--- src/rtl/raster_pkg.sv ---
package raster_pkg;

  // Per-axis comparison results for one counter value.
  typedef struct packed {
    logic sync;   // counter inside the sync pulse
    logic win;    // counter inside the active window
    logic zero;   // counter at its first position
  } axis_flags_t;

  // Drive level for a signal given its activity and its polarity bit.
  function automatic logic drive_level(input logic active, input logic act_high);
    return act_high ? active : ~active;
  endfunction

endpackage

--- src/rtl/rt_axis_counter.sv ---
module rt_axis_counter #(
  parameter int W = 12
) (
  input  logic         clk,
  input  logic         rst_n,
  input  logic         clear,
  input  logic         step,
  input  logic [W-1:0] limit,
  output logic [W-1:0] count,
  output logic         wrap
);

  always_ff @(posedge clk) begin
    if (!rst_n)           count <= '0;
    else if (clear)       count <= '0;
    else if (step) begin
      if (count == limit) count <= '0;
      else                count <= count + 1'b1;
    end
  end

  assign wrap = step && (count == limit);

  // a step at the limit brings the counter back to zero
  p_wrap_zero_r2: assert property (@(posedge clk) disable iff (!rst_n || clear)
    (step && count == limit) |=> (count == '0));

  // a step below the limit advances by exactly one
  p_step_one_r2: assert property (@(posedge clk) disable iff (!rst_n || clear)
    (step && count != limit) |=> (count == $past(count) + 1'b1));

endmodule

--- src/rtl/rt_axis_decode.sv ---
module rt_axis_decode
  import raster_pkg::*;
#(
  parameter int W = 12
) (
  input  logic [W-1:0] count,
  input  logic [W-1:0] sync_f,
  input  logic [W-1:0] bp_edge,
  input  logic [W-1:0] act_edge,
  output axis_flags_t  flags
);

  always_comb begin
    flags.sync = (count <= sync_f);
    flags.win  = (count > bp_edge) && (count <= act_edge);
    flags.zero = (count == '0);
  end

endmodule

--- src/rtl/raster_timing_gen.sv ---
module raster_timing_gen
  import raster_pkg::*;
#(
  parameter int CFG_W = 32,
  parameter int HW    = 12,
  parameter int H_LSB = 16,
  parameter int VW    = 11,
  parameter int V_LSB = 0
) (
  input  logic             clk,
  input  logic             rst_n,
  input  logic             cfg_enable,
  input  logic             cfg_hs_pol,
  input  logic             cfg_vs_pol,
  input  logic             cfg_de_pol,
  input  logic             cfg_clk_inv,
  input  logic [CFG_W-1:0] cfg_sync,
  input  logic [CFG_W-1:0] cfg_bporch,
  input  logic [CFG_W-1:0] cfg_active,
  input  logic [CFG_W-1:0] cfg_total,
  input  logic [VW-1:0]    cfg_line_pos,
  output logic             hsync_o,
  output logic             vsync_o,
  output logic             de_o,
  output logic             pclk_inv_o,
  output logic             line_evt_o,
  output logic             vblank_o,
  output logic [HW-1:0]    pos_x_o,
  output logic [VW-1:0]    pos_y_o
);

  localparam int H_MSB = H_LSB + HW - 1;
  localparam int V_MSB = V_LSB + VW - 1;
  localparam logic [CFG_W-1:0] FIELD_MASK =
      ({{(CFG_W-HW){1'b0}}, {HW{1'b1}}} << H_LSB) |
      ({{(CFG_W-VW){1'b0}}, {VW{1'b1}}} << V_LSB);

  // Field extraction
  logic [HW-1:0] h_sync_f, h_bp, h_act, h_tot;
  logic [VW-1:0] v_sync_f, v_bp, v_act, v_tot;

  assign h_sync_f = cfg_sync[H_MSB:H_LSB];
  assign h_bp     = cfg_bporch[H_MSB:H_LSB];
  assign h_act    = cfg_active[H_MSB:H_LSB];
  assign h_tot    = cfg_total[H_MSB:H_LSB];
  assign v_sync_f = cfg_sync[V_MSB:V_LSB];
  assign v_bp     = cfg_bporch[V_MSB:V_LSB];
  assign v_act    = cfg_active[V_MSB:V_LSB];
  assign v_tot    = cfg_total[V_MSB:V_LSB];

  logic spare_bits_unused;
  assign spare_bits_unused = ^{cfg_sync & ~FIELD_MASK, cfg_bporch & ~FIELD_MASK,
                               cfg_active & ~FIELD_MASK, cfg_total & ~FIELD_MASK};

  // Run state: one cycle of settling after enable rises
  logic run_q;
  always_ff @(posedge clk) begin
    if (!rst_n) run_q <= 1'b0;
    else        run_q <= cfg_enable;
  end

  // Counters
  logic [HW-1:0] hcnt;
  logic [VW-1:0] vcnt;
  logic          h_wrap, v_wrap_unused;

  rt_axis_counter #(.W(HW)) u_hcnt (
    .clk(clk), .rst_n(rst_n), .clear(!cfg_enable), .step(run_q),
    .limit(h_tot), .count(hcnt), .wrap(h_wrap)
  );

  rt_axis_counter #(.W(VW)) u_vcnt (
    .clk(clk), .rst_n(rst_n), .clear(!cfg_enable), .step(h_wrap),
    .limit(v_tot), .count(vcnt), .wrap(v_wrap_unused)
  );

  // Boundary decode
  axis_flags_t hf, vf;

  rt_axis_decode #(.W(HW)) u_hdec (
    .count(hcnt), .sync_f(h_sync_f), .bp_edge(h_bp), .act_edge(h_act), .flags(hf)
  );

  rt_axis_decode #(.W(VW)) u_vdec (
    .count(vcnt), .sync_f(v_sync_f), .bp_edge(v_bp), .act_edge(v_act), .flags(vf)
  );

  logic hs_act, vs_act, de_act;
  assign hs_act = run_q && hf.sync;
  assign vs_act = run_q && vf.sync;
  assign de_act = run_q && hf.win && vf.win;

  assign hsync_o    = drive_level(hs_act, cfg_hs_pol);
  assign vsync_o    = drive_level(vs_act, cfg_vs_pol);
  assign de_o       = drive_level(de_act, cfg_de_pol);
  assign pclk_inv_o = run_q && cfg_clk_inv;

  assign line_evt_o = run_q && hf.zero && (vcnt == cfg_line_pos);
  assign vblank_o   = run_q && hf.zero &&
                      ({1'b0, vcnt} == ({1'b0, v_act} + 1'b1));

  assign pos_x_o = hcnt;
  assign pos_y_o = vcnt;

  // while not running every output sits idle
  p_idle_outputs_r6: assert property (@(posedge clk) disable iff (!rst_n)
    !run_q |-> (de_o == !cfg_de_pol) && (hsync_o == !cfg_hs_pol) &&
               !line_evt_o && !vblank_o && !pclk_inv_o && pos_x_o == '0);

  // the line event lasts one cycle when lines are wider than one pixel
  p_line_single_r7: assert property (@(posedge clk) disable iff (!rst_n || !cfg_enable)
    (line_evt_o && h_tot != '0) |=> !line_evt_o);

  // the blanking strobe never coincides with the data window
  p_vblank_no_de_r8: assert property (@(posedge clk) disable iff (!rst_n)
    vblank_o |-> !de_act);

endmodule

--- config.mk ---
export PLATFORM = sky130hd
export DESIGN_NAME = raster_timing_gen
export DESIGN_NICKNAME = d
export VERILOG_FILES = /design/src/rtl/raster_pkg.sv /design/src/rtl/rt_axis_counter.sv /design/src/rtl/rt_axis_decode.sv /design/src/rtl/raster_timing_gen.sv
export SDC_FILE = /design/constraint.sdc
export NUM_CORES = 1
export LEC_CHECK = 0
export BUFFER_PORTS_ARGS = -buffer_cell sky130_fd_sc_hd__buf_4
export CORE_ASPECT_RATIO = 1.1
export CORE_MARGIN = 4
export CORE_UTILIZATION = 50
export DETAILED_ROUTE_END_ITERATION = 8
export GPL_ROUTABILITY_DRIVEN = 0
export PLACE_DENSITY = 0.85
export SYNTH_ARGS = -nofsm -noshare
export SYNTH_HDL_FRONTEND = slang
export SYNTH_HIERARCHICAL = 1
export SYNTH_SLANG_ARGS = --single-unit
--- constraint.sdc ---
create_clock -name clk -period 4.9 [get_ports clk]
set_clock_uncertainty 0.15 [all_clocks]
set_input_delay 0.98 -clock clk [delete_from_list [all_inputs] [get_ports clk]]
set_output_delay 0.98 -clock clk [all_outputs]
set_load 0.05 [all_outputs]
---- After elaboration in Yosys (flattened, before gate mapping) ----
Index checks and enable logic that the tools add are counted.
W data, S select, Z words.
storage, ports and cells
  output and inout bits ................... 29
  logic and storage cells ................. 37
  flip-flop bits (word level) ............. 24
operators by class
  order comparisons ....................... 6
  equal/unequal tests ..................... 4
  bitwise logic cells ..................... 3
  $add $sub $neg .......................... 3
  reductions and logical operators ........ 13
  mux-type cells .......................... 5
operators with widths
  operator                 count
  $le A12 B12 Y1           2
  $eq A11 B11 Y1           2
  $le A11 B11 Y1           2
  $add A11 B1 Y12 const B  1
  $add A12 B1 Y12 const B  1
  $eq A11 B12 Y1           1
  $eq A12 B12 Y1           1
  $gt A12 B12 Y1           1
  $logic_not A12 Y1        1
  $mux W12                 1
  $add A11 B1 Y11 const B  1
  $gt A11 B11 Y1           1
  $logic_and A1 B1 Y1      11
  $mux W11                 1
  $mux W1                  3
  $not A1 Y1               3
  $reduce_and A2 Y1        1

---- Longest topological paths before layout ----
Gate-level depths: netlist (run 1).
  depth after elaboration ................. 6
  gate-level depth with buffers ........... 10
  mapped depth without buffers ............ 9

---- Modules after synthesis ----
The synthesis (run 1) kept the hierarchy.
modules (own cells, without submodules)
  module                     cells an instance  instances  sequential area each (um^2)  area each (um^2)
  rt_axis_decode at u_hdec   128                1          0.0                          932.1
  rt_axis_decode at u_vdec   116                1          0.0                          840.8
  rt_axis_counter at u_hcnt  79                 1          240.2                        803.3
  rt_axis_counter at u_vcnt  68                 1          220.2                        635.6
  raster_timing_gen          80                 1          20.0                         579.3

---- Worst setup path after synthesis (run 1) ----
No wires, ideal clock.
  path kind ............................... input-to-output
  start point ............................. input cfg_active[17]
  end point ............................... output de_o
  cell stages on the path ................. 9
  arrival time ............................ 3,027 ps
  path buffers ............................ 0
  path slack .............................. 743 ps
  required time ........................... 3,770 ps
  cells stage by stage .................... inv_1 > ha_1 > nor2b_4 > o211ai_2 > a21oi_1 > or3_1 > a311oi_2 > nand3_1 > xor2_1
RTL lines
  element             line                     text
  start: declaration  raster_timing_gen.sv:19  input logic [CFG_W-1:0] cfg_active,
  end: declaration    raster_timing_gen.sv:24  output logic de_o,

==> results.yml, run 1 <==
placed_design:
  postPlaceCellArea_um2: 4878
  dp_cells: 686
  portBuffers: 138
  dp_slack_ns: 0.9096
  dp_hpwl_um: 8757
detailed_routing:
  drc: 0
  drt_pre_antenna_iters: 6
  vias: 3846
  routed_antenna_nets: 0
  postRouteWirelength_um: 10930
  drtIter0Drc: 111
  route.detailed.vias_per_inst: 5.574
  route.detailed.wl_per_inst_um: 15.84
sta:
  finalCritPeriodShare_pct: 81.86
  max-slew-margin-rel_pct: 47.54
  setup-tns-final_ns: 0
  setup_slack_ns: 0.8891
  finalSetupViolCount: 0
  time_the_worst_path_needs_with_i_o_delays_and_setup_ns: 4.011
  slew_violations: 0
  timing_worst_slew_pin_value_ns: 0.7811
  setup_repair_after_global_routing_missed_its_margin: "no"
  max_freq_mhz: 249.3
  final-hold-violation-count: 0
  holdWs_ns: 0.5497
pwr:
  power_leakage_nw: 2.428
  power_frac_clock_pct: 31.1
  comb_power_share_pct: 33.8
  p_switching_mw: 0.1534
  ir_drop_uv: 106.0
  p_sw_share_pct: 27.28
  intPower_mw: 0.4089
  power.sequential.fraction_pct: 35.1
  report.power.total_mw: 0.5622
  power.density_cell_area_nw_per_um2: 113.6
job:
  max_cap_violations: 0
cts:
  postCtsHoldBufs: 0
  post-cts-setup-buffer-count: 0
  ctsRootBufferMaster: "sky130_fd_sc_hd__clkbuf_8"
  tritoncts_num_sinks: 24
  clock_latency_of_the_later_clocked_register_in_the_worst_skew_pair_ns: 0.27
  buffers_from_clock_root_to_sink_at_most: 2
  tritoncts.num_buffers: 3
  clock_h_tree_levels: 1
  clkSlewWorstSetupHoldPaths_ns: 0.09
  cts-resized-gates: 0
  tritoncts: "built"
worst_setup_path:
  timing.critical_path.slowest_cell_delay_ns: 0.40
  worstPathMaxFanout: 3
  crit_family: "simple AND/OR/NAND/NOR gates"
  endpoint_kind: "primary output"
  critical_path_required_ns: 3.77
  slowest_stage: "sky130_fd_sc_hd__or3_1"
  timing.setup.critical_path_class: "in2out"
  worst_ep_arrival_time_ns: 2.88
  crit_path_frequent_cell: "sky130_fd_sc_hd__buf_4"
  timing.critical_path.from_type: "input port"
  cp_cell_sequence: "buf_4 > inv_1 > ha_1 > a21oi_1 > o21ai_0 > or3_1 > a311oi_2 > nand3_1 > xor2_1 > buf_4"
  timing.critical_path.buf_inv: 3
final_layout:
  area_growth_syn_to_layout_pct: 31.34
  finish.utilization_pct: 69.06
  final_non_filler_cell_total: 690
  post_route_cell_area_um2: 4950
  layout.nets: 824
  drive_gt1_share_pct: 29.75
  antenna_cells: 0
die:
  die-width_um: 90.78
  core_region_area_um2: 7167
  placement_row_count: 32
  fp.dieH_um: 99.06
  initial_utilization_pct: 52.58
  design.die.area_um2: 8992
  top_level_ports: 175
status:
  outcome: "finished, final reports clean"
synth:
  synthesis.area_um2: 3769
  synthesis.instances: 467
  synthesis.nets: 685
  ys_warn_count: 6
  post_synth.cell_area_avg_um2: 8.070
global_route:
  global_route_usage_over_all_layers_pct: 23.87
  initial_antenna_violation_count: 0
  grt_max_degree: 15
  wire_length_of_the_first_global_routing_pass_um: 18240
  globalRouteOverflowTotal: 0
  number_of_global_route_vias_before_repair: 4170
hold_path:
  worst_hold_path_type: "reg2reg"
## power groups by stage
stage               combinational, mW  clock, mW  sequential (mW)
floorplan                      0.0892          0            0.203
global placement                0.182          0            0.202
detailed placement              0.189          0            0.202
CTS                             0.190      0.176            0.197
global route                    0.209      0.184            0.197
finish                          0.190      0.175            0.197
## sequential cells by signal, summed over array words and instances (netlist names)
name          cells
run_q             1
u_vcnt/count     11
u_hcnt/count     12
## worst min-delay path, stage by stage, from the launching register on
cell and delay, ns:
sky130_fd_sc_hd__dfxtp_1 0.44, sky130_fd_sc_hd__xnor2_1 0.18, sky130_fd_sc_hd__nor3_1 0.04
## layer usage
metal  up-vias  global-route usage [%]  wire length, um
met5         -                       0                0
met4         0                   6.381              203
met3        21                   5.573              864
met2       157                   43.24             5384
met1      1742                   28.20             4479
li1       1926                       -                -
## final timing paths
path	startpoint	end	slack [ns]	depth (start not counted)
setup / recovery	cfg_active[27]	de_o	0.89	10
hold / removal	u_hcnt/count[0]	u_hcnt/count[0]	0.55	2
setup reg to reg	u_hcnt/count[6]	u_vcnt/count[2]	1.81	6
hold reg to reg	u_hcnt/count[0]	u_hcnt/count[0]	0.55	2
## final cells by class
| type | count | area [um^2] |
|---|---|---|
| Timing Repair Buffer | 143 | 1074 |
| Multi-Input combinational cell | 363 | 2952 |
| Fill cell | 609 | 2217 |
| Sequential cell | 24 | 480.5 |
| Inverter | 71 | 266.5 |
| Clock inverter | 1 | 30.03 |
| Tap cell | 85 | 106.4 |
| Clock buffer | 3 | 41.29 |
## cells in the final DEF, fill, tap and decap left out, types with 2 or more instances in the layout
master and count:
sky130_fd_sc_hd__o311ai_1 2, sky130_fd_sc_hd__xor2_1 14, sky130_fd_sc_hd__a211oi_1 4, sky130_fd_sc_hd__nor3_1 24
sky130_fd_sc_hd__nor2b_1 4, sky130_fd_sc_hd__or3_1 3, sky130_fd_sc_hd__nor3_2 11, sky130_fd_sc_hd__nand4_1 26
sky130_fd_sc_hd__a21o_1 6, sky130_fd_sc_hd__nor4_1 5, sky130_fd_sc_hd__inv_1 71, sky130_fd_sc_hd__o21ai_1 3
sky130_fd_sc_hd__buf_4 143, sky130_fd_sc_hd__and2_1 2, sky130_fd_sc_hd__nand3_2 3, sky130_fd_sc_hd__and3_1 3
sky130_fd_sc_hd__nor2_1 10, sky130_fd_sc_hd__a21oi_1 25, sky130_fd_sc_hd__mux2i_1 4, sky130_fd_sc_hd__o31ai_1 2
sky130_fd_sc_hd__nand2b_1 4, sky130_fd_sc_hd__nand3b_1 2, sky130_fd_sc_hd__and4_1 3, sky130_fd_sc_hd__o21ai_0 9
sky130_fd_sc_hd__a31oi_1 3, sky130_fd_sc_hd__xnor2_1 52, sky130_fd_sc_hd__o211ai_1 3, sky130_fd_sc_hd__dfxtp_1 24
sky130_fd_sc_hd__clkbuf_8 3, sky130_fd_sc_hd__nand3_1 14, sky130_fd_sc_hd__nand4_2 2, sky130_fd_sc_hd__ha_1 72
sky130_fd_sc_hd__a211oi_2 2, sky130_fd_sc_hd__and3_2 2, sky130_fd_sc_hd__nand2_1 24
(Power assumes the default switching activity.)
==> inputs of run 2 (changes only) <==
--- a/config.mk
+++ b/config.mk
@@ -8,10 +8,10 @@
 export BUFFER_PORTS_ARGS = -buffer_cell sky130_fd_sc_hd__buf_4
 export CORE_ASPECT_RATIO = 1.1
 export CORE_MARGIN = 4
-export CORE_UTILIZATION = 50
+export CORE_UTILIZATION = 44
 export DETAILED_ROUTE_END_ITERATION = 8
 export GPL_ROUTABILITY_DRIVEN = 0
-export PLACE_DENSITY = 0.85
+export PLACE_DENSITY = 0.79
 export SYNTH_ARGS = -nofsm -noshare
 export SYNTH_HDL_FRONTEND = slang
 export SYNTH_HIERARCHICAL = 1
==> constraint.sdc (replaced) <==
create_clock -name clk -period 3.35 [get_ports clk]
set_clock_uncertainty 0.15 [all_clocks]
set_input_delay 0.67 -clock clk [delete_from_list [all_inputs] [get_ports clk]]
set_output_delay 0.67 -clock clk [all_outputs]
set_load 0.05 [all_outputs]
==> results.yml, run 2 (synthesis results as in run 1) <==
status:
  outcome: "finished, final reports clean"
sta:
  setup_slack_ns: 0.04728
  timing_worst_slew_pin_value_ns: 0.6465
  time_the_worst_path_needs_with_i_o_delays_and_setup_ns: 3.303
  setup-tns-final_ns: 0
  setup_repair_after_global_routing_missed_its_margin: "yes"
  max-slew-margin-rel_pct: 56.90
  max_freq_mhz: 302.8
  final-hold-violation-count: 0
  slew_violations: 0
  finalCritPeriodShare_pct: 98.59
  finalSetupViolCount: 0
detailed_routing:
  postRouteWirelength_um: 12010
  drt_pre_antenna_iters: 4
  route.detailed.vias_per_inst: 5.481
  drc: 0
  routed_antenna_nets: 0
  drtIter0Drc: 156
  route.detailed.wl_per_inst_um: 16.11
  vias: 4083
final_layout:
  area_growth_syn_to_layout_pct: 41.50
  largest_register: "u_hcnt/count"
  drive_gt1_share_pct: 36.44
  largest_reg_flops: 12
  antenna_cells: 0
  post_route_cell_area_um2: 5333
  largest_registers: "u_hcnt/count: 12 flops, u_vcnt/count: 11 flops, run_q: 1 flops"
  layout.cells.most_common: "sky130_fd_sc_hd__buf_4"
  finish.utilization_pct: 63.75
  layout.nets: 853
  most-common-layout-cells: "169 x sky130_fd_sc_hd__buf_4, 69 x sky130_fd_sc_hd__inv_1, 69 x sky130_fd_sc_hd__ha_1"
pwr:
  comb_power_share_pct: 35.2
  power.sequential.fraction_pct: 34.4
  power.density_cell_area_nw_per_um2: 156.9
  power_leakage_nw: 2.600
  p_sw_share_pct: 27.62
  ir_drop_uv: 188.2
  p_switching_mw: 0.2311
  report.power.total_mw: 0.8366
  intPower_mw: 0.6055
  power_frac_clock_pct: 30.4
cts:
  tritoncts_num_sinks: 24
  ctsRootBufferMaster: "sky130_fd_sc_hd__clkbuf_8"
  clock_h_tree_levels: 1
  postCtsHoldBufs: 0
  tritoncts.num_buffers: 3
  clkSlewWorstSetupHoldPaths_ns: 0.08
  tritoncts: "built"
  clock_latency_of_the_later_clocked_register_in_the_worst_skew_pair_ns: 0.27
  buffers_from_clock_root_to_sink_at_most: 2
job:
  max_cap_violations: 0
die:
  die-width_um: 96.24
  fp.dieH_um: 105.1
  top_level_ports: 175
  core_region_area_um2: 8364
  design.die.area_um2: 10110
  initial_utilization_pct: 45.06
  placement_row_count: 35
placed_design:
  postPlaceCellArea_um2: 5150
  dp_slack_ns: -0.04406
  dp_hpwl_um: 10110
  portBuffers: 138
global_route:
  grt_max_degree: 16
  globalRouteOverflowTotal: 0
  initial_antenna_violation_count: 0
  wire_length_of_the_first_global_routing_pass_um: 19110
  number_of_global_route_vias_before_repair: 4235
  global_route_usage_over_all_layers_pct: 23.50
worst_setup_path:
  timing.setup.critical_path_class: "in2out"
  timing.critical_path.from_type: "input port"
  endpoint_kind: "primary output"
  worstPathMaxFanout: 2
  critical_path_required_ns: 2.53
  worst_ep_arrival_time_ns: 2.48
hold_path:
  worst_hold_path_type: "reg2reg"
run 2: power groups by stage:
stage	sequential [mW]	clock (mW)	combinational, mW
6_report	0.288	0.254	0.294
5_1_grt	0.288	0.278	0.324
4_1_cts	0.288	0.258	0.286
3_5_place_dp	0.295	0	0.284
3_3_place_gp	0.295	0	0.274
2_1_floorplan	0.297	0	0.132
run 2: through the flow:
step	instances	hold slack (ns)
floorplan	467	0.5838
CTS	744	0.4507
global placement	740	0.4647
finish	745	0.4311
detailed placement	740	0.4877
global route	745	0.4643
run 2: what timing repair did:
| action | 4_1_cts | 5_1_grt |
|---|---|---|
| pin swaps | 3 | 8 |
| endpoints found under the setup margin | 1 | 3 |
| buffers inserted | 0 | 1 |
| resized for setup | 3 | 21 |
run 2: worst paths after layout:
check	from	end	slack, ns	depth (start not counted)
max	cfg_active[17]	de_o	0.05	11
min	u_hcnt/count[0]	u_hcnt/count[0]	0.43	2
max reg2reg	u_hcnt/count[6]	u_vcnt/count[8]	0.92	8
min reg2reg	u_hcnt/count[0]	u_hcnt/count[0]	0.43	2
run 2: layout make-up:
cell class,instances,area [um^2]
sequential,24,485.5
multi-input combinational,363,3068
fill,708,3032
clock buffer,3,41.29
clock inverter,1,30.03
inverter,71,266.5
timing repair buffer,172,1303
tap,111,138.9
run 2: layer usage:
layer,up-vias,global-route usage [%],wire length [um]
met1,1884,26.88,4652
met2,186,43.22,6047
met3,24,3.816,1012
met5,-,0,0
li1,1989,-,-
met4,0,7.114,293
run 2: worst max-delay path, stage by stage:
cell	delay, ns
sky130_fd_sc_hd__buf_6	0.09
sky130_fd_sc_hd__inv_2	0.05
sky130_fd_sc_hd__ha_4	0.19
sky130_fd_sc_hd__nor2b_4	0.12
sky130_fd_sc_hd__o211ai_2	0.13
sky130_fd_sc_hd__a21oi_1	0.07
sky130_fd_sc_hd__or3_1	0.36
sky130_fd_sc_hd__a311oi_2	0.29
sky130_fd_sc_hd__nand3_1	0.16
sky130_fd_sc_hd__xor2_2	0.18
sky130_fd_sc_hd__buf_6	0.18
==> inputs of run 3 (changes only) <==
--- a/config.mk
+++ b/config.mk
@@ -6,12 +6,15 @@
 export NUM_CORES = 1
 export LEC_CHECK = 0
 export BUFFER_PORTS_ARGS = -buffer_cell sky130_fd_sc_hd__buf_4
+export CAP_MARGIN = 25
 export CORE_ASPECT_RATIO = 1.1
 export CORE_MARGIN = 4
 export CORE_UTILIZATION = 44
 export DETAILED_ROUTE_END_ITERATION = 8
 export GPL_ROUTABILITY_DRIVEN = 0
+export HOLD_SLACK_MARGIN = 0.1
 export PLACE_DENSITY = 0.79
+export RECOVER_POWER = 50
 export SYNTH_ARGS = -nofsm -noshare
 export SYNTH_HDL_FRONTEND = slang
 export SYNTH_HIERARCHICAL = 1
==> results.yml, run 3 (synthesis results as in run 1) <==
final_layout:
  area_growth_syn_to_layout_pct: 39.51
  largest_registers: "u_hcnt/count: 12 flops, u_vcnt/count: 11 flops, run_q: 1 flops"
  largest_register: "u_hcnt/count"
  most-common-layout-cells: "149 x sky130_fd_sc_hd__buf_4, 69 x sky130_fd_sc_hd__inv_1, 69 x sky130_fd_sc_hd__ha_1"
  finish.utilization_pct: 62.86
  largest_reg_flops: 12
  layout.nets: 853
  fillers: 731
  final_non_filler_cell_total: 745
  layout.cells.most_common: "sky130_fd_sc_hd__buf_4"
  antenna_cells: 0
  drive_gt1_share_pct: 33.28
worst_setup_path:
  timing.critical_path.slowest_cell_delay_ns: 0.36
  worst-r2r-setup-slack_ns: 0.39
  worstPathMaxFanout: 2
  slowest_stage: "sky130_fd_sc_hd__or3_1"
  timing.setup.critical_path_class: "in2out"
  cp_cell_sequence: "buf_6 > inv_2 > ha_4 > nor2b_4 > o211ai_2 > a21oi_1 > or3_1 > a311oi_2 > nand3_1 > xor2_2 > buf_6"
  critical_path_required_ns: 2.53
  worst_ep_arrival_time_ns: 2.50
  timing.critical_path.from_type: "input port"
  endpoint_kind: "primary output"
  crit_family: "simple AND/OR/NAND/NOR gates"
  crit_path_frequent_cell: "sky130_fd_sc_hd__buf_6"
  timing.critical_path.buf_inv: 3
cts:
  tritoncts: "built"
  tritoncts_num_sinks: 24
  ctsRootBufferMaster: "sky130_fd_sc_hd__clkbuf_8"
  tritoncts.num_buffers: 3
  buffers_from_clock_root_to_sink_at_most: 2
  clock_h_tree_levels: 1
  clock_latency_of_the_later_clocked_register_in_the_worst_skew_pair_ns: 0.27
  postCtsHoldBufs: 0
  clkSlewWorstSetupHoldPaths_ns: 0.08
global_route:
  wire_length_of_the_first_global_routing_pass_um: 19110
  number_of_global_route_vias_before_repair: 4235
  globalRouteOverflowTotal: 0
  grt_max_degree: 16
  global_route_usage_over_all_layers_pct: 23.50
  initial_antenna_violation_count: 0
placed_design:
  dp_cells: 740
  portBuffers: 138
  dp_slack_ns: -0.04406
  dp_hpwl_um: 10110
sta:
  timing_worst_slew_pin_value_ns: 0.8845
  time_the_worst_path_needs_with_i_o_delays_and_setup_ns: 3.316
  finalSetupViolCount: 0
  final-hold-violation-count: 0
  setup-tns-final_ns: 0
  max_freq_mhz: 301.5
  setup_repair_after_global_routing_missed_its_margin: "yes"
  max-slew-margin-rel_pct: 41.03
  slew_violations: 0
  setup_slack_ns: 0.03358
  finalCritPeriodShare_pct: 99.00
detailed_routing:
  drc: 0
  postRouteWirelength_um: 12060
  route.detailed.wl_per_inst_um: 16.19
  routed_antenna_nets: 0
  route.detailed.vias_per_inst: 5.491
  drt_pre_antenna_iters: 4
  vias: 4091
  drtIter0Drc: 158
pwr:
  power.density_cell_area_nw_per_um2: 159.0
  ir_drop_uv: 187.9
  power_leakage_nw: 2.516
die:
  die-width_um: 96.24
  design.die.area_um2: 10110
  core_region_area_um2: 8364
  fp.dieH_um: 105.1
  placement_row_count: 35
  top_level_ports: 175
  initial_utilization_pct: 45.06
job:
  max_cap_violations: 0
hold_path:
  worst_hold_path_type: "reg2reg"
status:
  outcome: "finished, final reports clean"
-- run 3: per-layer routing --
| layer | routed length, um | part of all wire, % | vias to the layer above | GRT usage [%] |
|---|---|---|---|---|
| met2 | 6063 | 50 | 170 | 43.22 |
| li1 | - | - | 1992 | - |
| met4 | 279 | 2.3 | 0 | 7.114 |
| met3 | 952 | 7.9 | 24 | 3.816 |
| met1 | 4764 | 40 | 1905 | 26.88 |
| met5 | 0 | 0 | - | 0 |
-- run 3: worst min-delay path, stage by stage (launching register included) --
cell                      delay (ns)
sky130_fd_sc_hd__dfxtp_2        0.36
sky130_fd_sc_hd__xnor2_1        0.14
sky130_fd_sc_hd__nor3_1         0.05
-- run 3: final timing paths --
kind / endpoint / depth (start not counted) / start
setup reg to reg: u_vcnt/count[2] / 8 / u_hcnt/count[8]
setup / recovery: de_o / 11 / cfg_active[17]
hold / removal: u_hcnt/count[0] / 2 / u_hcnt/count[0]
hold reg to reg: u_hcnt/count[0] / 2 / u_hcnt/count[0]
-- run 3: layout make-up --
type	count	area (um^2)	share of cell area (%)
Clock buffer	3	41.29	0.7853
Clock inverter	1	30.03	0.5712
Inverter	71	266.5	5.069
Multi-Input combinational cell	363	3068	58.35
Sequential cell	24	485.5	9.234
Tap cell	111	138.9	2.642
Timing Repair Buffer	172	1227	23.35
-- run 3: timing repair --
action / in CTS / in global routing
endpoints found under the hold margin: 0 / 0
resized for setup: 3 / 21
pin swaps: 3 / 8
buffers inserted: 0 / 1
setup endpoints to repair: 1 / 3
-- run 3: metrics by stage --
stage	total power, mW	hold slack, ns	cell area, um^2
global route	0.8891	0.4643	5258
global placement	0.5682	0.4647	5150
CTS	0.8320	0.4507	5230
finish	0.8359	0.4301	5258
floorplan	0.4288	0.5838	3797
detailed placement	0.5788	0.4877	5150
-- run 3: power breakdown --
part           internal, mW  leakage (nW)  total (mW)  switching [mW]
Sequential            0.286         0.196       0.288         0.00176
Clock                 0.160        0.0357       0.255          0.0947
Combinational         0.158          2.28       0.293           0.135
Total                 0.605          2.52       0.836           0.231
